$ cat config.mk
export PLATFORM = sky130hd
export DESIGN_NAME = wake_ctl_top
export DESIGN_NICKNAME = d
export VERILOG_FILES = /design/src/rtl/wake_pkg.sv /design/src/rtl/wake_delay.sv /design/src/rtl/wake_regs.sv /design/src/rtl/wake_seq.sv /design/src/rtl/wake_ctl_top.sv
export SDC_FILE = /design/constraint.sdc
export NUM_CORES = 1
export LEC_CHECK = 0
export ABC_AREA = 1
export BUFFER_PORTS_ARGS = -buffer_cell sky130_fd_sc_hd__buf_2
export CAP_MARGIN = 30
export CORE_MARGIN = 2
export CORE_UTILIZATION = 39
export DETAILED_ROUTE_END_ITERATION = 10
export PLACE_DENSITY_LB_ADDON = 0.2
export SETUP_SLACK_MARGIN = 0.05
export SLEW_MARGIN = 25
export SYNTH_ARGS = -nofsm -noshare
export SYNTH_HDL_FRONTEND = slang
export SYNTH_SLANG_ARGS = --single-unit
$ cat constraint.sdc
create_clock -name clk -period 3.8 [get_ports clk]
set_clock_uncertainty 0.2 [all_clocks]
set_input_delay 0 -clock clk [delete_from_list [all_inputs] [get_ports clk]]
set_output_delay 0 -clock clk [all_outputs]
set_load 0.02 [all_outputs]
$ cat src/rtl/wake_pkg.sv
package wake_pkg;

    typedef enum logic [1:0] {
        ST_OFF,
        ST_WAKE,
        ST_ON,
        ST_DOZE
    } pwr_state_e;

    typedef enum logic [2:0] {
        MODE_NONE       = 3'b000,
        MODE_MAC_DOWN   = 3'b001,
        MODE_RADIO_DOWN = 3'b010,
        MODE_ERROR      = 3'b011
    } pwr_mode_e;

    localparam int BIT_CLK_RDY = 0;
    localparam int BIT_INIT    = 2;
    localparam int BIT_ACC     = 3;
    localparam int BIT_GTS     = 4;
    localparam int BIT_XTAL    = 10;
    localparam int MODE_LO     = 24;
    localparam int MODE_HI     = 26;

endpackage

$ cat src/rtl/wake_delay.sv
module wake_delay #(
    parameter int CNT_W = 3
) (
    input  logic             clk,
    input  logic             rst_n,
    input  logic             load,
    input  logic [CNT_W-1:0] load_val,
    output logic             done
);
    logic [CNT_W-1:0] cnt_q;

    always_ff @(posedge clk) begin
        if (!rst_n) begin
            cnt_q <= '0;
        end else if (load) begin
            cnt_q <= load_val;
        end else if (cnt_q != '0) begin
            cnt_q <= cnt_q - 1'b1;
        end
    end

    assign done = (cnt_q == '0);

endmodule

$ cat src/rtl/wake_regs.sv
module wake_regs
    import wake_pkg::*;
#(
    parameter int DATA_W = 32
) (
    input  logic              clk,
    input  logic              rst_n,
    input  logic              wr_en,
    input  logic [DATA_W-1:0] wr_data,
    input  logic              clk_rdy,
    input  logic              gts,
    input  logic [2:0]        mode,
    output logic              init_req,
    output logic              acc_req,
    output logic              xtal_req,
    output logic [DATA_W-1:0] rd_data
);
    logic unused_wr;
    assign unused_wr = ^{wr_data[DATA_W-1:BIT_XTAL+1], wr_data[BIT_XTAL-1:BIT_ACC+1],
                         wr_data[BIT_INIT-1:0]};

    always_ff @(posedge clk) begin
        if (!rst_n) begin
            init_req <= 1'b0;
            acc_req  <= 1'b0;
            xtal_req <= 1'b0;
        end else if (wr_en) begin
            init_req <= wr_data[BIT_INIT];
            acc_req  <= wr_data[BIT_ACC];
            xtal_req <= wr_data[BIT_XTAL];
        end
    end

    always_comb begin
        rd_data                  = '0;
        rd_data[BIT_CLK_RDY]     = clk_rdy;
        rd_data[BIT_INIT]        = init_req;
        rd_data[BIT_ACC]         = acc_req;
        rd_data[BIT_GTS]         = gts;
        rd_data[BIT_XTAL]        = xtal_req;
        rd_data[MODE_HI:MODE_LO] = mode;
    end

    // a write lands the crystal request bit
    assert_xtal_write_R2: assert property (@(posedge clk) disable iff (!rst_n)
        wr_en |=> (xtal_req == $past(wr_data[BIT_XTAL])));

    // request bits hold without a write
    assert_hold_no_write_R2: assert property (@(posedge clk) disable iff (!rst_n)
        !wr_en |=> ($stable(init_req) && $stable(acc_req) && $stable(xtal_req)));

endmodule

$ cat src/rtl/wake_seq.sv
module wake_seq
    import wake_pkg::*;
#(
    parameter int WAKE_CYC  = 4,
    parameter int SLEEP_CYC = 3
) (
    input  logic       clk,
    input  logic       rst_n,
    input  logic       init_req,
    input  logic       acc_req,
    input  logic       xtal_req,
    input  logic       fw_sleep_req,
    output logic       clk_rdy,
    output logic       gts,
    output logic [2:0] mode
);
    localparam int MAX_CYC = (WAKE_CYC > SLEEP_CYC) ? WAKE_CYC : SLEEP_CYC;
    localparam int CNT_W   = $clog2(MAX_CYC + 1);
    localparam logic [CNT_W-1:0] WAKE_LD  = CNT_W'(WAKE_CYC - 1);
    localparam logic [CNT_W-1:0] SLEEP_LD = CNT_W'(SLEEP_CYC - 1);

    pwr_state_e       state_q, state_d;
    logic             wake_ok;
    logic             host_req;
    logic             dly_done;
    logic             dly_load;
    logic [CNT_W-1:0] dly_val;
    logic             fw_q;
    logic             err_q;

    assign host_req = init_req | acc_req;
    assign wake_ok  = acc_req | (init_req & ~fw_sleep_req);

    always_comb begin
        state_d = state_q;
        unique case (state_q)
            ST_OFF:  if (wake_ok) state_d = ST_WAKE;
            ST_WAKE: begin
                if (!wake_ok)      state_d = ST_OFF;
                else if (dly_done) state_d = ST_ON;
            end
            ST_ON: begin
                if (!host_req)                     state_d = ST_OFF;
                else if (fw_sleep_req && !acc_req) state_d = ST_DOZE;
            end
            ST_DOZE: if (dly_done) state_d = ST_OFF;
            default: state_d = ST_OFF;
        endcase
    end

    always_ff @(posedge clk) begin
        if (!rst_n) state_q <= ST_OFF;
        else        state_q <= state_d;
    end

    assign dly_load = (state_q == ST_OFF && state_d == ST_WAKE) ||
                      (state_q == ST_ON  && state_d == ST_DOZE);
    assign dly_val  = (state_q == ST_OFF) ? WAKE_LD : SLEEP_LD;

    wake_delay #(.CNT_W(CNT_W)) u_dly (
        .clk      (clk),
        .rst_n    (rst_n),
        .load     (dly_load),
        .load_val (dly_val),
        .done     (dly_done)
    );

    always_ff @(posedge clk) begin
        if (!rst_n) begin
            fw_q  <= 1'b0;
            err_q <= 1'b0;
        end else begin
            fw_q <= fw_sleep_req;
            if (state_q == ST_OFF && state_d == ST_WAKE)
                err_q <= 1'b0;
            else if (state_q == ST_OFF && fw_sleep_req && !fw_q)
                err_q <= 1'b1;
        end
    end

    always_comb begin
        clk_rdy = 1'b0;
        gts     = 1'b0;
        unique case (state_q)
            ST_OFF:  begin clk_rdy = 1'b0; gts = 1'b0; end
            ST_WAKE: begin clk_rdy = 1'b0; gts = 1'b0; end
            ST_ON:   begin clk_rdy = 1'b1; gts = 1'b0; end
            ST_DOZE: begin clk_rdy = 1'b1; gts = 1'b1; end
            default: begin clk_rdy = 1'b0; gts = 1'b0; end
        endcase
        if (err_q)                 mode = MODE_ERROR;
        else if (state_q != ST_OFF) mode = MODE_NONE;
        else if (xtal_req)         mode = MODE_MAC_DOWN;
        else                       mode = MODE_RADIO_DOWN;
    end

    // clock-ready never rises inside the going-to-sleep window
    assert_no_rise_in_doze_R7: assert property (@(posedge clk) disable iff (!rst_n)
        $rose(clk_rdy) |-> !gts);

    // clock-ready rises only after a host request
    assert_rise_needs_req_R4: assert property (@(posedge clk) disable iff (!rst_n)
        $rose(clk_rdy) |-> $past(init_req || acc_req));

    // access request shields a running clock from sleep requests
    assert_acc_blocks_sleep_R5: assert property (@(posedge clk) disable iff (!rst_n)
        (clk_rdy && !gts && acc_req && fw_sleep_req) |=> clk_rdy);

    // end of going-to-sleep removes the clock
    assert_doze_ends_off_R6: assert property (@(posedge clk) disable iff (!rst_n)
        $fell(gts) |-> !clk_rdy);

    // dropping both requests stops the clock
    assert_drop_stops_R8: assert property (@(posedge clk) disable iff (!rst_n)
        (clk_rdy && !gts && !init_req && !acc_req) |=> !clk_rdy);

    // error mode only while powered down
    assert_err_when_off_R10: assert property (@(posedge clk) disable iff (!rst_n)
        (mode == MODE_ERROR) |-> !clk_rdy);

endmodule

$ cat src/rtl/wake_ctl_top.sv
module wake_ctl_top #(
    parameter int WAKE_CYC  = 4,
    parameter int SLEEP_CYC = 3
) (
    input  logic        clk,
    input  logic        rst_n,
    input  logic        reg_wr_en,
    input  logic [31:0] reg_wr_data,
    output logic [31:0] reg_rd_data,
    input  logic        fw_sleep_req,
    output logic        mac_clk_en,
    output logic        xtal_en
);
    logic       init_req, acc_req, xtal_req;
    logic       clk_rdy, gts;
    logic [2:0] mode;

    wake_regs #(.DATA_W(32)) u_regs (
        .clk      (clk),
        .rst_n    (rst_n),
        .wr_en    (reg_wr_en),
        .wr_data  (reg_wr_data),
        .clk_rdy  (clk_rdy),
        .gts      (gts),
        .mode     (mode),
        .init_req (init_req),
        .acc_req  (acc_req),
        .xtal_req (xtal_req),
        .rd_data  (reg_rd_data)
    );

    wake_seq #(.WAKE_CYC(WAKE_CYC), .SLEEP_CYC(SLEEP_CYC)) u_seq (
        .clk          (clk),
        .rst_n        (rst_n),
        .init_req     (init_req),
        .acc_req      (acc_req),
        .xtal_req     (xtal_req),
        .fw_sleep_req (fw_sleep_req),
        .clk_rdy      (clk_rdy),
        .gts          (gts),
        .mode         (mode)
    );

    assign mac_clk_en = clk_rdy;
    assign xtal_en    = xtal_req;

endmodule

# ---- Yosys cells after proc, flatten, opt, wreduce, memory -nomap -nowiden
# Index checks and enable logic that the tools add are counted.
# Widths: inputs -> output; s select.
dict set report totals {
  ff_bits 10
  inputBits 36
}
dict set report classes {
  addsub 1
  eq_ne 5
  mux 15
  n_bitwise 5
  n_reduce_logical 17
}
# operator n
set ops {}
lappend ops {{$mux 2} 7}
lappend ops {{$mux 3} 4}
lappend ops {{$pmux 2 s4} 1}
lappend ops {{$eq 2x2->1 const B} 3}
lappend ops {{$reduce_or 2->1} 3}
lappend ops {{$logic_and 1x1->1} 5}
lappend ops {{$eq 2x1->1 const B} 2}
lappend ops {{$pmux 1 s2} 2}
lappend ops {{$reduce_bool 2->1} 2}
lappend ops {{$logic_not 3->1} 1}
lappend ops {{$reduce_bool 3->1} 1}
lappend ops {{$reduce_or 3->1} 1}
lappend ops {{$sub 3x1->3 const B} 1}
lappend ops {{$logic_not 1->1} 2}
lappend ops {{$logic_not 2->1} 1}
lappend ops {{$not 1->1} 2}
lappend ops {{$or 1x1->1} 2}
lappend ops {{$and 1x1->1} 1}
lappend ops {{$logic_or 1x1->1} 1}
lappend ops {{$mux 1} 1}

# ---- Logic depth before layout (Yosys ltp)
# Gate-level depths: netlist of run 1.
dict set report logic_depth {
  depth_word 9
  depth_mapped 9
}

# ---- Hierarchy
# From an unflattened synthesis of run 1, not the netlist that was laid out.
dict set report hier_totals {
  hier_cells 125
  area_unflattened_um2 819.5
}
# mod instances cells_each area_per_inst_um2 seq_area_each_um2
set by_module_without_submodules {}
lappend by_module_without_submodules {wake_regs 1 51 360.3 60.1}
lappend by_module_without_submodules {wake_seq 1 45 259.0 80.1}
lappend by_module_without_submodules {wake_delay 1 29 200.2 60.1}

# ---- Worst setup path after synthesis of run 1
# OpenSTA, ideal clock, no wires.
dict set report synth_timing {
  kind {register -> register}
  start {register u_seq.u_dly.cnt_q[0]}
  end {register u_seq.u_dly.cnt_q[1]}
  setup_ps 109
  arrival_ps 980
  t_required_ps 3491
  slack_ps 2511
  path_stages_with_launch 9
  synth_period_minus_slack_ps 1289
  cell_sequence {dfxtp_1 > inv_1 > ha_1 > nand2_1 > nand2_1 > o21ai_0 > nand3_1 > nand2_1 > inv_1}
}
dict set report synth_between {
  elab_chain_len 8
  word_cells_on_any_way 15
  cone_classes {add/sub (1); eq/ne (2); mux (6); reduce/logical (6)}
}
# element line
set synth_rtl {}
lappend synth_rtl {{start: declaration} wake_delay.sv:10} ;# logic [CNT_W-1:0] cnt_q;
lappend synth_rtl {{start signal: assignment} wake_delay.sv:16} ;# cnt_q <= load_val;
lappend synth_rtl {{start signal: assignment} wake_delay.sv:18} ;# cnt_q <= cnt_q - 1'b1;
lappend synth_rtl {{$logic_not 3->1} wake_delay.sv:22} ;# assign done = (cnt_q == '0);
lappend synth_rtl {{$mux 2} wake_seq.sv:40} ;# else if (dly_done) state_d = ST_ON;
lappend synth_rtl {{$mux 2} wake_seq.sv:39} ;# if (!wake_ok) state_d = ST_OFF;
lappend synth_rtl {{$pmux 2 s4} wake_seq.sv:36} ;# unique case (state_q)
lappend synth_rtl {{$eq 2x1->1 or $eq 2x2->1 (tied branches)} {wake_seq.sv:56, wake_seq.sv:57}}
lappend synth_rtl {{$logic_and 1x1->1 (on tied branches)} {wake_seq.sv:56, wake_seq.sv:57}}
lappend synth_rtl {{$logic_or 1x1->1} wake_seq.sv:56} ;# assign dly_load = (state_q == ST_OFF && state_d == ST_WAKE) ||
lappend synth_rtl {{$mux 3 or $reduce_bool 2->1 (tied branches)} n/a}
# Parallel ways exist; a longest one is shown, timed or not. The select of a mux whose other input is x is not followed.
# A chain may end at the register's enable or synchronous reset.

==> metrics.txt, run 1 <==
run status=finished, final reports clean; first-pass GRT wire length=2130 um; Die Width=47.9 um; Clock transition at path regs=roughly 0.070 ns; # fillers=around 200; Final min period=2.01 ns; Worst setup EP type=flop; num ports=70; area of the multi-input gates=349 um^2; warnings from Yosys=0; Core ar.=around 1800 um^2; highest clock rate=498 MHz; gpl congestion=slightly above 0.7; Worst Path Buf+Inv=4; crit path max fanout=8; critical path's largest stage delay=about 0.57 ns; fin cells=between 150 and 200; Syn Area/Cell=between 6 and 7 um^2; HP Class=flop to flop; VDD IR max=between 150 and 200 uV; largest net degree at the start of global routing=9; CTS sink count=10; # setup viols final=0; root buf cell=clkbuf_4; number of diodes=0; Fin. Hold Viols=0; Max Cap Viol=0; Final ANT Viol Nets=0; post-synth top area cell=buf_4; drt total wl=~1300 um; grt ovf=0; Leak Pwr=about 0.5 nW; iteration-0 DRC count of the detailed router=4; WP data arrival=2.03 ns; final net count=175; Slowest-stage cell, CP=dlygate4sd3_1; Critical Setup Path Class=input port to flop; vias=636; initial antenna violation count=0; Post-Syn Instances=112; vias per inst=~4; Unique masters post-synth=16; Clock Latency Late Sink=0.27 ns; worst-path cell chain=dlygate4sd3_1 > buf_2 > o21ai_0 > dlygate4sd3_1 > a21oi_1 > dlygate4sd3_1; first-pass detailed-route iteration total=4; vias in the first global route=roughly 520; routed len/inst=approximately 8.1 um; initial core utilization=between 40% and 50%; Yosys reg bits=10; Worst R2R Setup Slack=approximately 2.4 ns; post-synth top area share=30.0%; register area=around 200 um^2; Cell Count Post-Placement=around 150; post-synthesis sequential area ratio=a little over a quarter; main area contributors after synthesis=buf_4 (30%), dfxtp_1 (27%), inv_1 (8.0%); CTS tree=done; die area=2300 um^2; RSZ-0062 raised after global routing=false; crit start category=input port; row cnt=15; Die Y-Extent=47.9 um; PD cells=412 nW/um^2; Synth Cell Area=752 um^2; PostCTS Resize Cnt=0; GRT Total Usage=roughly 14%; cell repeated most along the worst path=dlygate4sd3_1; Fin Setup TNS=0 ns; post-DP HPWL=between 900 and 1000 um; crit share post-route=~53%; layout cells sized above 1=17.8%; drt drc=0; htree depth=1; PortBufs=15; worst endpoint required time=between 3 and 4 ns; Longest Clk Path Bufs=2; fin. max-slew vios=0; CTS Buf Count=3; P&R area growth vs syn=14.6%; Crit path max-delay family=buffers and inverters
[sequential cells by signal, indices dropped and copies added (netlist names)]
signal	flops
u_regs.xtal_req	1
u_regs.acc_req	1
u_regs.init_req	1
u_seq.state_q	2
u_seq.u_dly.cnt_q	3
u_seq.fw_q	1
u_seq.err_q	1
[where the power goes]
part	internal, W	total (W)	switching [W]
clock network	0.0000367	0.0000757	0.0000390
logic	0.0000518	0.000146	0.0000945
registers	0.000122	0.000133	0.0000112
total	0.000210	0.000355	0.000145
[cell usage in the layout (no fill, tap or decap), types with 3 or more instances in the layout]
cell / netlist / routed
o21ai_0: 5 / 5
buf_2: 0 / 15
nand3_1: 6 / 6
dlygate4sd3_1: 0 / 12
conb_1: 1 / 25
a21oi_1: 4 / 4
inv_1: 16 / 16
nor2_1: 14 / 14
dfxtp_1: 10 / 10
nor2_2: 3 / 3
nand2_1: 14 / 14
clkbuf_4: 0 / 3
[path summary, 6_finish.rpt]
kind | startpoint | endpoint | cells after the start
worst min-delay path | u_seq.err_q | u_seq.err_q | 2
worst max-delay path | rst_n | u_regs.acc_req | 6
worst min register to register | u_seq.err_q | u_seq.err_q | 2
worst max register to register | u_seq.u_dly.cnt_q[0] | u_seq.u_dly.cnt_q[1] | 8
[worst min-delay path: cells and delay by family (launching register included)]
kind             cells  cell delay [ns]
flip-flops           1             0.32
AO/OA/AOI/OAI        1             0.11
AND/OR/NAND/NOR      1             0.05
[stage by stage]
stage	instance area, um^2	total power, W	setup slack [ns]	util (%)	hold WS [ns]
floorplan	842	0.000269	2.51	-	-0.107
global placement	719	0.000271	2.39	40.8	-0.00577
detailed placement	719	0.000271	2.41	40.8	0.00299
CTS	862	0.000358	1.82	48.9	0.315
global route	862	0.000389	1.75	48.9	0.375
finish	862	0.000355	1.79	48.9	0.318
[per-layer routing]
| layer | wire (um) | global-route usage [%] |
|---|---|---|
| met1 | 563 | 16.0 |
| met3 | 90 | 4.53 |
| met4 | 24 | 8.11 |
| met5 | 0 | 0 |
| met2 | 619 | 22.4 |
[timing repair]
item                      4_1_cts  5_1_grt
setup buffers                   0        0
hold buffers                   12        0
hold endpoints to repair       10        0
[Yosys cell counts (all sizes together)]
cell	n
a21oi	4
nand2	16
nor3	2
clkbuf	1
buf	30
dfxtp	10
inv	17
o21ai	5
ha	2
nor2	17
nand3	6
conb	1
xor2	1
[cell families (layout without fill, tap and decap cells)]
group                      after synthesis  count (layout)  synth area share [%]
buffers and inverters                   48              47                  38.9
and+or+nand+nor                         41              41                  23.5
DFF                                     10              10                  26.6
AOI/OAI and AO/OA                        9               9                  5.99
adders and majority gates                2               2                  3.33
other                                    1              25                 0.499
xor gates and xnor gates                 1               1                  1.16
[area by class of cell]
class                      count  area share [%]
multi-input combinational     78            40.5
sequential                    10            23.2
timing repair buffer          27            22.6
inverter                      17            7.40
tap                           25            3.63
clock buffer                   3            2.61
(Power assumes the default switching activity.)
==> run 2, diff against run 1 <==
--- a/config.mk
+++ b/config.mk
@@ -5,11 +5,11 @@
 export SDC_FILE = /design/constraint.sdc
 export NUM_CORES = 1
 export LEC_CHECK = 0
-export ABC_AREA = 1
+export ABC_AREA = 0
 export BUFFER_PORTS_ARGS = -buffer_cell sky130_fd_sc_hd__buf_2
 export CAP_MARGIN = 30
 export CORE_MARGIN = 2
-export CORE_UTILIZATION = 39
+export CORE_UTILIZATION = 36
 export DETAILED_ROUTE_END_ITERATION = 10
 export PLACE_DENSITY_LB_ADDON = 0.2
 export SETUP_SLACK_MARGIN = 0.05
==> constraint.sdc (replaced) <==
create_clock -name clk -period 1.9 [get_ports clk]
set_clock_uncertainty 0.2 [all_clocks]
set_input_delay 0 -clock clk [delete_from_list [all_inputs] [get_ports clk]]
set_output_delay 0 -clock clk [all_outputs]
set_load 0.02 [all_outputs]
==> run 2 against run 1 <==
  * Non-clock buffer count shrank 2
  * Die area grew 8.6%
  * First-iteration DRC count shrank 50%
  * Largest power group is now sequential cells
  * Via count shrank 14%
  * Count of clock-buffer cells in the layout is the same
  * Flip-flop and latch count is the same
==> metrics.txt, run 2 <==
# setup viols final=0 (unchanged); post-route cell area=842 um^2 (-2.3%); Synth Cell Area=759 um^2 (+1.0%); gpl congestion=0.732 (+1.5%); Syn Area/Cell=8.44 um^2 (+26%); critical path endpoint=u_seq.u_dly.cnt_q[0]; Final min period=1.63 ns; first-pass GRT wire length=1930 um (-9.7%); worst endpoint required time=1.87 ns (-1.95 ns); Async SR Flop Fraction=0% (unchanged); Final ANT Viol Nets=0 (unchanged); root buf cell=clkbuf_4; PostCTS Resize Cnt=0 (unchanged); post-DP HPWL=863 um (-4.3%); DP Area=729 um^2 (+1.4%); commonest non-fill, non-tap cell in the layout=conb_1; Post-Syn Instances=90 (-20%); cts hold-fix bufs=9 (-3); Fin. Hold Viols=0 (unchanged); PD cells=807 nW/um^2 (+96%); drt total wl=1170 um (-10%); initial antenna violation count=0 (unchanged); commonest non-fill, non-tap cells in the layout=conb_1 (25), buf_2 (15), dfxtp_1 (10); die area=2490 um^2 (+8.6%); Longest Clk Path Bufs=2 (unchanged); vias per inst=4.04 (+1.6%); register bank with the most flops=u_seq.u_dly.cnt_q; htree depth=1 (unchanged); Worst R2R Setup Slack=0.27 ns (-2.13 ns); post-synth top area cell=buf_4; RSZ-0062 raised after global routing=false; vias in the first global route=468 (-9.7%); CTS tree=done; WP data arrival=1.60 ns (-0.43 ns); num ports=70 (unchanged); Die Y-Extent=49.9 um (+4.2%); top post-synthesis cells by count=buf_4 (30), dfxtp_1 (10); number of flip-flops under the largest register name=3 (unchanged); VDD IR max=564 uV (+230%); highest clock rate=615 MHz; first-pass detailed-route iteration total=3 (-1); fin. max-slew vios=0 (unchanged); CTS Buf Count=3 (unchanged); initial core utilization=38.3% (-4.3 points); vias=549 (-14%); RR Endpoint=u_seq.u_dly.cnt_q[0]; crit share post-route=85.6%; PortBufs=15 (unchanged); most frequent cell after synthesis=buf_4; Yosys reg bits=10 (unchanged); Largest regs=u_seq.u_dly.cnt_q (3), u_seq.state_q (2); final net count=149 (-15%); layout cells sized above 1=20.2% (+2.4 points); Unique masters post-synth=29 (+13); Critical Setup Path Class=flop to flop; HP Class=flop to flop; crit start category=flop; post-CTS setup buffer count=0 (unchanged); main area contributors after synthesis=buf_4 (30%), dfxtp_1 (26%), mux2i_1 (5.3%); largest net degree at the start of global routing=12 (+3); Max Cap Viol=0 (unchanged); P&R area growth vs syn=10.9%; critical path's largest stage delay=0.45 ns (-0.12 ns); Leak Pwr=0.419 nW (-18%); post-synth top area share=29.7% (-0.30 points); Worst setup EP type=flop; grt ovf=0 (unchanged); Top FF cell, synth=dfxtp_1; Clock Latency Late Sink=0.25 ns (-0.02 ns); iteration-0 DRC count of the detailed router=2 (-2); row cnt=16 (+1); CTS sink count=10 (unchanged); run status=finished, final reports clean; number of enable flip-flop cells after synthesis=0 (unchanged); number of diodes=0 (unchanged); routed len/inst=8.59 um (+5.9%); GRT Total Usage=10.4% (-3.5 points); drt drc=0 (unchanged); crit path max fanout=8 (unchanged); Fin Setup TNS=0 ns (unchanged); critical path launch point=u_regs.init_req; warnings from Yosys=0 (unchanged); Die Width=49.9 um (+4.2%); Slowest-stage cell, CP=dfxtp_1; Clock transition at path regs=0.06 ns (about the same); post-synthesis sequential area ratio=26.4% (-0.26 points); Hold Slack=0.310 ns (-0.00738 ns); RR Startpoint=u_regs.init_req; cell count of the worst reg-to-reg path=4 (-4); Core ar.=1980 um^2 (+12%); worst-path cell chain=or3b_1 > a31oi_2 > nor3_1 > a311oi_2
[run 2: final cells by class]
type | count | area [um^2]
fill | 218 | 1140
multi-input combinational | 67 | 398
sequential | 10 | 200
timing repair buffer | 25 | 173
tap | 27 | 33.8
clock buffer | 3 | 22.5
inverter | 4 | 15.0
[run 2: how the worst min path moves through the flow]
stage	start	to	slack, ns	depth (start not counted)
floorplan	fw_sleep_req	u_seq.fw_q	-0.08	1
global placement	reg_wr_data[10]	u_regs.xtal_req	0.06	3
detailed placement	fw_sleep_req	u_seq.fw_q	0.07	2
CTS	u_seq.u_dly.cnt_q[0]	u_seq.u_dly.cnt_q[0]	0.31	1
global route	u_seq.u_dly.cnt_q[0]	u_seq.u_dly.cnt_q[0]	0.33	1
finish	u_seq.u_dly.cnt_q[0]	u_seq.u_dly.cnt_q[0]	0.31	1
[run 2: cell families after synthesis]
family	Yosys count	synth area share, %
AO/OA/AOI/OAI	12	12.7
buffers and inverters	37	33.1
AND/OR/NAND/NOR	24	18.8
adder cells (fa/ha/maj)	2	3.29
other	1	0.494
flip-flops	10	26.4
multiplexers	4	5.27
[run 2: where the power goes]
part	internal, W	switching (W)	leakage (nW)
clock network	0.0000724	0.0000591	0.0138
logic	0.000113	0.000160	0.322
registers	0.000246	0.0000286	0.0826
[run 2: worst max-delay path, delay by kind of cell, from the launching register on]
family,cells,cell delay (ns)
AOI/OAI and AO/OA,2,0.42
DFF,1,0.45
and+or+nand+nor,2,0.47
[run 2: per-layer routing]
layer | wire [um] | up-vias | track usage (%)
met3 | 84 | 2 | 4.55
met1 | 491 | 240 | 11.4
met4 | 13 | 0 | 4.17
met5 | 0 | - | 0
met2 | 579 | 25 | 17.3
li1 | - | 282 | -
[run 2: through the flow]
stage	power (W)	std cells	util, %	worst slack [ns]
floorplan	0.000533	114	-	0.396
global placement	0.000532	124	36.8	0.270
detailed placement	0.000537	124	36.8	0.269
CTS	0.000688	136	42.5	0.263
global route	0.000739	136	42.5	0.131
finish	0.000679	136	42.5	0.274
